[src/rtl/shift_cx_pkg.sv]
package shift_cx_pkg;
  typedef enum logic [1:0] {
    SHK_LSL = 2'b00,
    SHK_LSR = 2'b01,
    SHK_ASR = 2'b10,
    SHK_RSV = 2'b11
  } shift_kind_e;
endpackage

[src/rtl/shift_cx_barrel.sv]
// Logarithmic shifter. Amounts up to 2*W-1 are accepted; anything of W or
// more leaves only fill bits (zero for left shifts, fill for right shifts).
module shift_cx_barrel #(
  parameter int W  = 32,
  parameter int AW = 6
) (
  input  logic [W-1:0]  din,
  input  logic [AW-1:0] amt,
  input  logic          to_left,
  input  logic          fill,
  output logic [W-1:0]  dout
);
  logic [W-1:0] stage [AW+1];

  assign stage[0] = din;

  for (genvar k = 0; k < AW; k++) begin : g_stage
    localparam int STEP = 1 << k;
    logic [2*W-1:0] wide_r;
    logic [2*W-1:0] wide_l;
    assign wide_r = {{W{fill}}, stage[k]} >> STEP;
    assign wide_l = {stage[k], {W{1'b0}}} << STEP;
    assign stage[k+1] = amt[k] ? (to_left ? wide_l[2*W-1:W] : wide_r[W-1:0])
                               : stage[k];
  end

  assign dout = stage[AW];
endmodule

[src/rtl/shift_cx_flags.sv]
// Sign and zero detection on the value about to be registered.
module shift_cx_flags #(
  parameter int W = 32
) (
  input  logic [W-1:0] value,
  output logic         neg,
  output logic         zero
);
  assign neg  = value[W-1];
  assign zero = (value == '0);
endmodule

[src/rtl/shift_cx_unit.sv]
module shift_cx_unit
  import shift_cx_pkg::*;
#(
  parameter int DATA_W = 32,
  parameter int CNT_W  = $clog2(DATA_W) + 1
) (
  input  logic              clk,
  input  logic              rst_n,
  input  logic [DATA_W-1:0] operand,
  input  logic [CNT_W-1:0]  count,
  input  logic [1:0]        kind,
  input  logic              carry_in,
  output logic [DATA_W-1:0] result,
  output logic              c_flag,
  output logic              x_flag,
  output logic              n_flag,
  output logic              z_flag,
  output logic              v_flag
);
  localparam logic [CNT_W-1:0] CNT_ONE = CNT_W'(1);

  shift_kind_e      kind_e;
  logic             go_left;
  logic             fill_bit;
  logic [CNT_W-1:0] count_m1;
  logic [DATA_W-1:0] main_shift;
  logic [DATA_W-1:0] last_shift;
  logic              idle_shift;

  logic [DATA_W-1:0] res_d, res_q;
  logic              c_d, c_q, x_d, x_q, n_d, n_q, z_d, z_q;

  assign kind_e     = shift_kind_e'(kind);
  assign go_left    = (kind_e == SHK_LSL);
  assign fill_bit   = (kind_e == SHK_ASR) & operand[DATA_W-1];
  assign count_m1   = count - CNT_ONE;
  assign idle_shift = (kind_e == SHK_RSV) || (count == '0);

  // Full shift gives the result.
  shift_cx_barrel #(.W(DATA_W), .AW(CNT_W)) main_i (
    .din(operand), .amt(count), .to_left(go_left), .fill(fill_bit),
    .dout(main_shift)
  );

  // Shift by one less exposes the last bit pushed out at the edge.
  shift_cx_barrel #(.W(DATA_W), .AW(CNT_W)) last_i (
    .din(operand), .amt(count_m1), .to_left(go_left), .fill(fill_bit),
    .dout(last_shift)
  );

  always_comb begin
    if (idle_shift) begin
      res_d = operand;
      c_d   = carry_in;
    end else begin
      res_d = main_shift;
      c_d   = go_left ? last_shift[DATA_W-1] : last_shift[0];
    end
    x_d = c_d;
  end

  shift_cx_flags #(.W(DATA_W)) flags_i (
    .value(res_d), .neg(n_d), .zero(z_d)
  );

  always_ff @(posedge clk or negedge rst_n) begin
    if (!rst_n) begin
      res_q <= '0;
      c_q   <= 1'b0;
      x_q   <= 1'b0;
      n_q   <= 1'b0;
      z_q   <= 1'b0;
    end else begin
      res_q <= res_d;
      c_q   <= c_d;
      x_q   <= x_d;
      n_q   <= n_d;
      z_q   <= z_d;
    end
  end

  assign result = res_q;
  assign c_flag = c_q;
  assign x_flag = x_q;
  assign n_flag = n_q;
  assign z_flag = z_q;
  assign v_flag = 1'b0;

  // ---------------------------------------------------------------------
  // Assertions
  // ---------------------------------------------------------------------
  logic past_ok;
  always_ff @(posedge clk or negedge rst_n) begin
    if (!rst_n) past_ok <= 1'b0;
    else        past_ok <= 1'b1;
  end


  zero_count_keep_chk: assert property (@(posedge clk) disable iff (!rst_n)
    (past_ok && $past(count) == '0)
      |-> (result == $past(operand) && c_flag == $past(carry_in)));


  left_wide_zero_chk: assert property (@(posedge clk) disable iff (!rst_n)
    (past_ok && $past(kind) == SHK_LSL && $past(count) > CNT_W'(DATA_W))
      |-> (result == '0 && !c_flag));


  sar_wide_sign_chk: assert property (@(posedge clk) disable iff (!rst_n)
    (past_ok && $past(kind) == SHK_ASR && $past(count) >= CNT_W'(DATA_W))
      |-> (result == {DATA_W{$past(operand[DATA_W-1])}}
           && c_flag == $past(operand[DATA_W-1])));


  reserved_pass_chk: assert property (@(posedge clk) disable iff (!rst_n)
    (past_ok && $past(kind) == SHK_RSV)
      |-> (result == $past(operand) && x_flag == $past(carry_in)));


  neg_matches_msb_chk: assert property (@(posedge clk) disable iff (!rst_n)
    past_ok |-> (n_flag == result[DATA_W-1] && z_flag == (result == '0)));
endmodule

[config.mk]
export PLATFORM = sky130hd
export DESIGN_NAME = shift_cx_unit
export DESIGN_NICKNAME = d
export VERILOG_FILES = /design/src/rtl/shift_cx_pkg.sv /design/src/rtl/shift_cx_barrel.sv /design/src/rtl/shift_cx_flags.sv /design/src/rtl/shift_cx_unit.sv
export SDC_FILE = /design/constraint.sdc
export NUM_CORES = 1
export LEC_CHECK = 0
export BUFFER_PORTS_ARGS = -buffer_cell sky130_fd_sc_hd__buf_2
export CAP_MARGIN = 20
export CORE_MARGIN = 3
export CORE_UTILIZATION = 30
export CTS_BUF_LIST = sky130_fd_sc_hd__clkbuf_8 sky130_fd_sc_hd__clkbuf_16
export DETAILED_ROUTE_END_ITERATION = 10
export GPL_ROUTABILITY_DRIVEN = 1
export PLACE_DENSITY_LB_ADDON = 0.2
export RECOVER_POWER = 25
export SYNTH_ARGS = -nofsm -noshare
export SYNTH_HDL_FRONTEND = slang
export SYNTH_SLANG_ARGS = --single-unit
[constraint.sdc]
create_clock -name clk -period 0.8 [get_ports clk]
set_input_delay 0.04 -clock clk [delete_from_list [all_inputs] [get_ports clk]]
set_output_delay 0.04 -clock clk [all_outputs]
set_load 0.005 [all_outputs]
; Word-level counts from Yosys, hierarchy flattened
; Index checks and enable logic that the tools add are counted.
; W data, S select, Z words.
[word_totals]
output_inout_bits = 37
word_cells = 37
input_bits = 43
regBits = 35
[op_classes]
n_bitwise = 1
n_reduce_logical = 4
mux = 25
addsub = 1
eq_ne = 2
[ops]
columns = cell, count
row1 = $mux W32, 23
row2 = $logic_not A32 Y1, 1
row3 = $logic_not A6 Y1, 1
row4 = $sub A6 B1 Y6 const B, 1
row5 = $eq A2 B2 Y1 const B, 2
row6 = $logic_not A2 Y1, 1
row7 = $mux W1, 2
row8 = $and A1 B1 Y1, 1
row9 = $logic_or A1 B1 Y1, 1

; Logic depth before layout (Yosys ltp)
; Gate-level depths: netlist (run 1).
[logic_depth]
depth_word = 15
ltp_mapped = 16
mapped_depth_nobuf = 11

; Modules after synthesis
; Synthesis (run 1) repeated with hierarchy kept, for this count alone.
[unflattened]
hier_cells = 1472
area_unflattened_um2 = 10431.3
[by_module_without_submodules]
columns = module, area_each_um2, n_inst, seq_area_each_um2, cells_per_inst
row1 = shift_cx_barrel, 4434.3, 2, 0.0, 680
row2 = shift_cx_unit, 1482.7, 1, 875.8, 100
row3 = shift_cx_flags, 80.1, 1, 0.0, 12

; Worst setup path before layout (run 1)
; No wires, ideal clock.
[synth_timing]
path_type = in2reg
startpoint = input port count[1]
endpoint = register z_q (netlist: z_flag)
slack_ps = -2573
setup_time_ps = 68
t_arrival_ps = 3305
required_ps = 732
path_stages = 13
n_path_buf = 3
cell_sequence = buf_2 inv_1 clkbuf_1 clkbuf_1 ha_1 or3b_1 o21ai_0 a21oi_1 a22oi_1 nor3_1 or4_1 or4_1 and4b_1
[synth_via]
elab_chain_cells = 10
word_cells_on_any_way = 12
classes_between = mux (9) / reduce/logical (3)
[synth_rtl]
columns = item, line_no
row1 = from (decl), shift_cx_unit.sv:10  ; input logic [CNT_W-1:0] count,
row2 = $mux W32 (8 in a row), shift_cx_barrel.sv:23  ; assign stage[k+1] = amt[k] ? (to_left ? wide_l[2*W-1:W] : wide_r[W-1:0])
row3 = $mux W32 *, shift_cx_unit.sv:52  ; if (idle_shift) begin
row4 = via flags_i.value[18], shift_cx_flags.sv:5  ; input logic [W-1:0] value,
row5 = $logic_not A32 Y1 *, shift_cx_flags.sv:10  ; assign zero = (value == '0);
row6 = via flags_i.zero, shift_cx_flags.sv:7  ; output logic zero
row7 = to (signal assigned), shift_cx_unit.sv:78  ; z_q <= z_d;
row8 = to (decl), shift_cx_unit.sv:31  ; logic c_d, c_q, x_d, x_q, n_d, n_q, z_d, z_q;
; Mark *: on every way through the listed nets, which the timed path passes. The rest lies on a longest branch.

; Final worst setup path (run 1)
[layout_timing]
startpoint = input port kind[1]
endpoint = register z_q (netlist: z_flag)
[layout_via]
word_cells_on_any_way = 19
classes_between = eq/ne (2) / mux (13) / bitwise (1) / reduce/logical (3)
[layout_rtl]
columns = item, line_no
row1 = from (decl), shift_cx_unit.sv:11  ; input logic [1:0] kind,
row2 = $logic_not A2 Y1, shift_cx_unit.sv:34  ; assign go_left = (kind_e == SHK_LSL);
row3 = $mux W32 (11 in a row), shift_cx_barrel.sv:23
row4 = $mux W32 *, shift_cx_unit.sv:52
row5 = via flags_i.value[19], shift_cx_flags.sv:5
row6 = $logic_not A32 Y1 *, shift_cx_flags.sv:10
row7 = via flags_i.zero, shift_cx_flags.sv:7
; Marks and branches as above.

==> results.md, run 1 <==
- Mean post-synth cell area: 7.32 µm²
- Largest net degree at the start of global routing: 35
- Post-synthesis sequential area ratio: 11.8%
- GP Congestion: 1.00
- FF+latch count, synth: 34
- Cell taking the most area after synthesis: dfrtp_1
- Most numerous cell in the Yosys netlist: nor2_1
- Die W: 161 µm
- Crit end category: register
- Req. time, crit path: 1.02 ns
- Crit-path leading delay family: simple AND/OR/NAND/NOR gates
- IO buf count: 78
- Clock Pin Slew Worst Setup and Hold Paths: 0.06 ns
- CP peak stage delay: 0.55 ns
- Crit path max fanout: 9
- CTS tree: built
- Share of cells above drive strength 1: 62.3%
- Gr ovfl total: 0
- Leak Pwr: 6.04 nW
- Synth top area share: 11.8%
- Outcome: complete, but fails checks
- CP bufs+invs: 3
- Initial DRT Pass Iterations: 5
- Critical Path AT: 2.97 ns
- Fin. Hold Viols: 0
- Largest family of logic cells by synthesized area: compound AO/OA/AOI/OAI gates
- Simple logic cell fraction of the synthesized area: 22.3%
- First-pass GRT wire length: 77.6 mm
- Via count: 11403
- Tmin final: 2.75 ns
- Async set-reset flop share out of synthesis: 100%
- Synth top area cells: dfrtp_1, mux4_2, mux2i_1
- Synth Area in XOR/XNOR: 0.606%
- Vias in the first global route: 11247
- CTS H-tree lvls: 2
- RSZ-0062 raised after global routing: true
- Syn Inst Count: 987
- Placed cell area: 0.0115 mm²
- Post-synthesis mux area share: 19.0%
- Final Setup Violations: 45
- Fin crit share: 344%
- DR WL/cell: 29.9 µm
- Final nets: 1546
- Die Ht: 161 µm
- Layout Cells excl Fill: 1821
- Slew HR: 57.5%
- Net count of the mapped netlist: 1032
- Actual slew at the worst max-slew pin: 0.632 ns
- Post-DRT Antenna Nets: 0
- Drt drc: 0
- CTS Sinks: 34
- Reg area: 851 µm²
- CP max-delay cell: or4_4
- Worst vdd ir: 0.000826 V
- Initial antenna violation count: 0
- CTS root buffer: clkbuf_16
- Min setup slack post-route: -1.95 ns
- Hpwl dp: 43.1 mm
- Adder-cell share of the synthesized area: 0.347%
- Row Count: 56
- Crit path cell chain: buf_12 > buf_12 > buf_4 > nor4b_4 > a211oi_2 > or3_4 > nor2_2 > o31ai_1 > o31a_1 > or4_4 > or4_4 > and4b_1
- Top_reg_cell synth: dfrtp_1
- Overall power: 14.9 mW
- Pre-CTS WS: -2.70 ns
- Mapped Area: 0.00722 mm²
- Num CTS Buffers: 5
- Syn-to-layout area delta: 94.7%
- Synth top cells by count: nor2_1, o21ai_0, a21oi_1, clkbuf_1, nand2_1
- Post-synth EDFFs: 0
- Failing checks: setup timing
- Clock buffer depth: 2
- Final wirelength: 54.5 mm
- Fmax: 0.363 GHz
- Pwr dens: 1060 mW/mm²
- Max-slew violations: 0
- Core box area: 0.0235 mm²
- GRT Total Usage: 40.4%
- YS warnings: 0
- CP startpoint kind: primary input
- FILL cells: 2140
- Crit path kind: primary input to register
- DR iter-0 viols: 1400
- Starting density of the core: 30.7%
- Placed Cells: 1755
- Vias/cell: 6.26
- Netlist cell types: 90
- Compound-gate portion of the synthesized area: 36.7%
- Ant diodes: 0
- # IOs: 80
- Area of the multi-input gates: 0.00738 mm²
- Max-Cap Viols: 0
- Final Core Density: 59.7%
- Final Instance Area: 0.0141 mm²
- Die area: 0.0260 mm²
- Worst hold path type: primary input to register
-- stage by stage --
stage	setup TNS [ns]	hold WS (ns)
after floorplan	-42.09	-0.256
after global placement	-63.36	0.00533
after detailed placement	-63.58	0.00695
after CTS	-42.01	0.145
after global routing	-45.48	0.156
final	-43.28	0.190
-- report_power, final --
part / internal [mW] / total, mW / switching [mW] / leakage (nW)
Combinational: 4.88 / 10.4 / 5.48 / 5.53
Sequential: 1.92 / 1.97 / 0.0426 / 0.419
Clock: 1.79 / 2.56 / 0.766 / 0.0940
Total: 8.59 / 14.9 / 6.28 / 6.04
-- placed cells by master (no fill, tap or decap), types with 8 or more instances in the layout --
cell      count
o22ai_1      16
buf_12       25
o21ai_1      19
nor3_2       11
inv_1         9
nand3_1      14
dfrtp_1      34
o21ai_2      14
a311oi_2      8
buf_4       477
nand2_1      62
buf_6        43
nor2_1       93
mux2i_1      53
nor2_2       11
o21ai_0      47
a21oi_2      23
buf_2        74
a31oi_4      13
or3b_4       16
nor2b_1       9
a211oi_1     10
a31oi_1      10
a211oi_2     17
mux4_2       29
a21oi_1      46
o211ai_1     18
nor3_1       15
o22ai_2       8
mux2_2       10
-- layer usage --
layer	track usage, %	part of all wire (%)
met1	53.4	39
met2	64.7	45
met3	5.39	9.7
met4	20.7	6.5
met5	0	0
-- cell families after synthesis --
kind of cell | count (synthesis)
buffers and inverters | 136
adder cells (fa/ha/maj) | 2
XOR/XNOR | 5
multiplexers | 98
AO/OA/AOI/OAI | 392
flip-flops | 34
other | 1
AND/OR/NAND/NOR | 319
-- cell type report --
cell class	count	share of cell area, %
multi-input cells	817	52.5
repair buffers	631	36.9
flip-flops and latches	34	6.05
well taps	319	2.84
clock buffers	5	0.890
clock inverters	3	0.489
inverters	12	0.392
-- flip-flops by register name, indices dropped and copies added (netlist names) --
signal and count:
n_flag 1, z_flag 1, x_flag 1, result 31
-- path summary, 6_finish.rpt --
path,start,end,slack [ns],depth (start not counted)
min in group asynchronous,rst_n,x_flag$_DFF_PN0_,0.36,3
max in group asynchronous,rst_n,result[28]$_DFF_PN0_,0.11,3
min,carry_in,x_flag$_DFF_PN0_,0.19,2
max,kind[1],z_flag$_DFF_PN0_,-1.95,12
-- what timing repair did --
| item | 4_1_cts | 5_1_grt |
|---|---|---|
| buffers inserted | 46 | 17 |
| gates resized for setup | 268 | 121 |
| pin swaps | 71 | 40 |
| hold endpoints to repair | 34 | 0 |
| cloned | 5 | 0 |
| endpoints found under the setup margin | 52 | 67 |
| hold buffers | 1 | 0 |
(Power assumes the default switching activity.)
==> inputs of run 2 (changes only) <==
RECOVER_POWER = not set   (was 25)
==> results.md, run 2 (synthesized netlist as in run 1, its figures left out) <==
- Outcome: complete, but fails checks
- Failing checks: setup timing
- Largest net degree at the start of global routing: 35
- CP max-delay cell: or4_4
- Max-slew violations: 0
- Final nets: 1546
- Switch Pwr: 6.28 mW
- Worst path most repeated cell: or4_4
- Overall power: 14.9 mW
- Starting density of the core: 30.7%
- Initial DRT Pass Iterations: 5
- Clock buffer depth: 2
- Crit path kind: primary input to register
- Clk pwr share: 17.2%
- Worst hold stages: 2
- Logic pwr share: 69.6%
- CTS Sinks: 34
- CP bufs+invs: 3
- Fin crit share: 344%
- Crit path cell chain: buf_4 > inv_4 > ha_4 > or3b_4 > o21a_1 > buf_12 > o22a_1 > o31a_1 > or4_4 > or4_4 > and4b_1
- Die Ht: 161 µm
- Layout Cells excl Fill: 1821
- DR iter-0 viols: 1400
- CTS tree: built
- Final Instance Area: 0.0141 mm²
- Hold path start: carry_in
- Hpwl dp: 43.1 mm
- Die W: 161 µm
- Final wirelength: 54.5 mm
- Final Core Density: 59.8%
- Crit end category: register
- Setup TNS: -43.27 ns
- Critical Path AT: 2.98 ns
- Vias/cell: 6.25
- Leak Pwr: 6.04 nW
- Die area: 0.0260 mm²
- Slew HR: 57.3%
- Post-DRT Antenna Nets: 0
- CP startpoint kind: primary input
- Fin. Hold Viols: 0
- Fmax: 0.363 GHz
- Seq pwr share: 13.2%
- Worst hold path type: primary input to register
- CTS H-tree lvls: 2
- Worst vdd ir: 0.000826 V
- Pre-CTS WS: -2.70 ns
- Vias in the first global route: 11247
- Final Setup Violations: 45
- Crit path max fanout: 10
- Req. time, crit path: 1.02 ns
- Placed cell area: 0.0115 mm²
- Min setup slack post-route: -1.96 ns
- Row Count: 56
- Commonest non-fill, non-tap cells in the layout: buf_4, nor2_1, buf_2, nand2_1, mux2i_1
- Drt drc: 0
- First-pass GRT wire length: 77.6 mm
- Tmin final: 2.76 ns
- Max-Cap Viols: 0
- Power Internal: 8.59 mW
- Hold WS: 0.190 ns
- CTS root buffer: clkbuf_16
- # IOs: 80
- Num CTS Buffers: 5
- Crit-path leading delay family: simple AND/OR/NAND/NOR gates
- Placed Cells: 1755
- Clock Pin Slew Worst Setup and Hold Paths: 0.06 ns
- CP peak stage delay: 0.55 ns
- GP Congestion: 1.00
- Initial antenna violation count: 0
- Hold Path End: x_flag$_DFF_PN0_
- Max reg flops: 31
- IO buf count: 78
- Ant diodes: 0
- Syn-to-layout area delta: 94.9%
- Gr ovfl total: 0
- Core box area: 0.0235 mm²
- Actual slew at the worst max-slew pin: 0.635 ns
- Via count: 11383
- Pwr dens: 1060 mW/mm²
- DR WL/cell: 29.9 µm
- GRT Total Usage: 40.4%
- RSZ-0062 raised after global routing: true
- Share of cells above drive strength 1: 62.3%
- Worst setup startpoint: count[1]
- Most common cell after layout, fill and taps aside: buf_4
- Net Sw Frac: 42.2%
[run 2: cell count changes in the layout (fill, tap and decap cells not counted)]
cell	delta
buf_4	-1
buf_12	+1
[run 2: layout make-up]
class / count / area [µm²]
fill: 2138 / 9470
multi-input combinational: 817 / 7380
timing repair buffer: 631 / 5200
sequential: 34 / 851
tap: 319 / 399
clock buffer: 5 / 125
clock inverter: 3 / 68.8
inverter: 12 / 55.1
[run 2: worst max-delay path by stage]
stage	end	slack [ns]	cells after the start
global placement	z_flag$_DFF_PN0_	-2.70	13
global route	z_flag$_DFF_PN0_	-2.00	14
CTS	z_flag$_DFF_PN0_	-1.97	15
floorplan	z_flag$_DFF_PN0_	-2.06	14
detailed placement	z_flag$_DFF_PN0_	-2.70	13
finish	z_flag$_DFF_PN0_	-1.96	11
[run 2: timing repair]
action                                  4_1_cts  5_1_grt
hold buffers                                  1        0
endpoints found under the setup margin       52       67
setup buffers                                46       17
pin swaps                                    71       40
gates resized for setup                     268      121
endpoints found under the hold margin        34        0
cloned                                        5        0
[run 2: per-layer routing]
layer  GRT usage, %  up-vias  part of all wire [%]
li1               -     4875                     -
met1           53.4     5470                    39
met2           64.7      843                    45
met3           5.39      195                   9.6
met4           20.7        0                   6.5
met5              0        -                     0
[run 2: power by group through the flow]
stage | Sequential (mW) | Combinational, mW | Clock (mW)
final | 1.97 | 10.4 | 2.56
after global placement | 2.00 | 8.20 | 0
after CTS | 1.97 | 9.47 | 2.58
after detailed placement | 2.00 | 8.14 | 0
after global routing | 1.98 | 10.7 | 2.69
after floorplan | 2.04 | 3.49 | 0
==> inputs of run 3 (changes only) <==
SETUP_SLACK_MARGIN = 0.15   (was not set)
==> results.md, run 3 (synthesized netlist as in run 1, its figures left out) <==
- Req. time, crit path: 1.02 ns
- Outcome: complete, but fails checks
- Final Setup Violations: 43
- # IOs: 80
- Most common cell after layout, fill and taps aside: buf_4
- IO buf count: 78
- Crit path kind: primary input to register
- Fin. Hold Viols: 0
- CTS H-tree lvls: 2
- Starting density of the core: 30.7%
- Drt drc: 0
- Clock Pin Slew Worst Setup and Hold Paths: 0.06 ns
- Initial DRT Pass Iterations: 5
- Syn-to-layout area delta: 93.9%
- Share of cells above drive strength 1: 61.4%
- Slew HR: 57.0%
- CP max-delay cell: mux4_2
- CTS root buffer: clkbuf_16
- Placed cell area: 0.0115 mm²
- Final nets: 1548
- Max reg flops: 31
- Setup TNS: -44.72 ns
- CP startpoint kind: primary input
- First-pass GRT wire length: 78.1 mm
- CP peak stage delay: 0.53 ns
- Worst path most repeated cell: buf_4
- Fmax: 0.358 GHz
- Clock buffer depth: 2
- Die W: 161 µm
- Crit-path leading delay family: simple AND/OR/NAND/NOR gates
- Final Instance Area: 0.0140 mm²
- FILL cells: 2123
- CTS tree: built
- Fin crit share: 349%
- DR WL/cell: 29.7 µm
- Critical Path AT: 3.02 ns
- Post-DRT Antenna Nets: 0
- CTS Sinks: 34
- Worst hold path type: primary input to register
- CP bufs+invs: 4
- Placed Cells: 1755
- Via count: 11496
- Final wirelength: 54.2 mm
- Max-Cap Viols: 0
- Worst vdd ir: 0.000825 V
- Num CTS Buffers: 5
- Max-slew violations: 0
- Hpwl dp: 43.1 mm
- Row Count: 56
- Crit end category: register
- Gr ovfl total: 0
- RSZ-0062 raised after global routing: true
- GRT Total Usage: 40.6%
- Ant diodes: 0
- Leak Pwr: 6.02 nW
- Vias in the first global route: 11276
- Actual slew at the worst max-slew pin: 0.640 ns
- Failing checks: setup timing
- Commonest non-fill, non-tap cells in the layout: buf_4, nor2_1, buf_2, nand2_1
- DR iter-0 viols: 1526
- Crit path cell chain: buf_4 > buf_12 > mux4_2 > nor2_1 > a221o_1 > nor4_2 > buf_4 > buf_4 > a221oi_4 > a21oi_2 > or4_4 > or4_4 > and4b_1
- Pre-CTS WS: -2.70 ns
- Min setup slack post-route: -1.99 ns
- Die area: 0.0260 mm²
- Largest net degree at the start of global routing: 35
- Crit path max fanout: 9
- Core box area: 0.0235 mm²
- Vias/cell: 6.31
- Initial antenna violation count: 0
- Layout Cells excl Fill: 1823
- Die Ht: 161 µm
- Tmin final: 2.79 ns
- GP Congestion: 1.00
- Pwr dens: 1060 mW/mm²
run 3: layout make-up:
type | count | area [µm²] | area share [%]
Multi-Input combinational cell | 817 | 7260 | 51.8
Inverter | 12 | 55.1 | 0.393
Clock buffer | 5 | 125 | 0.893
Tap cell | 319 | 399 | 2.85
Timing Repair Buffer | 633 | 5250 | 37.5
Clock inverter | 3 | 68.8 | 0.491
Sequential cell | 34 | 851 | 6.07
run 3: final timing paths:
check,to,from,slack (ns),cells after the start
setup / recovery,z_flag$_DFF_PN0_,count[1],-1.99,13
hold / removal,x_flag$_DFF_PN0_,carry_in,0.17,2
max in group asynchronous,result[28]$_DFF_PN0_,rst_n,0.33,3
min in group asynchronous,result[1]$_DFF_PN0_,rst_n,0.29,3
run 3: where the power goes:
part	switching (mW)	internal [mW]	total (mW)
combinational	5.43	4.87	10.3
sequential	0.0426	1.92	1.97
clock	0.761	1.79	2.55
run 3: metrics by stage:
step,hold WS [ns],power [mW],utilization [%]
floorplan,-0.256,5.53,-
global placement,0.00533,10.2,48.7
detailed placement,0.00695,10.1,48.7
CTS,0.145,14.0,56.7
global route,0.171,15.3,59.5
finish,0.171,14.8,59.5
run 3: what timing repair did:
action / in CTS / in global routing
buffers inserted: 42 / 11
gates cloned: 5 / 1
endpoints found under the setup margin: 70 / 70
hold buffers: 1 / 0
pin swaps: 61 / 41
gates resized for setup: 261 / 107
endpoints found under the hold margin: 34 / 0
run 3: metal layers:
metal	GRT usage, %	vias to the layer above	part of all wire (%)
li1	-	4875	-
met1	53.3	5558	40
met2	64.3	834	44
met3	5.98	229	9.1
met4	22.3	0	7.2
met5	0	-	0
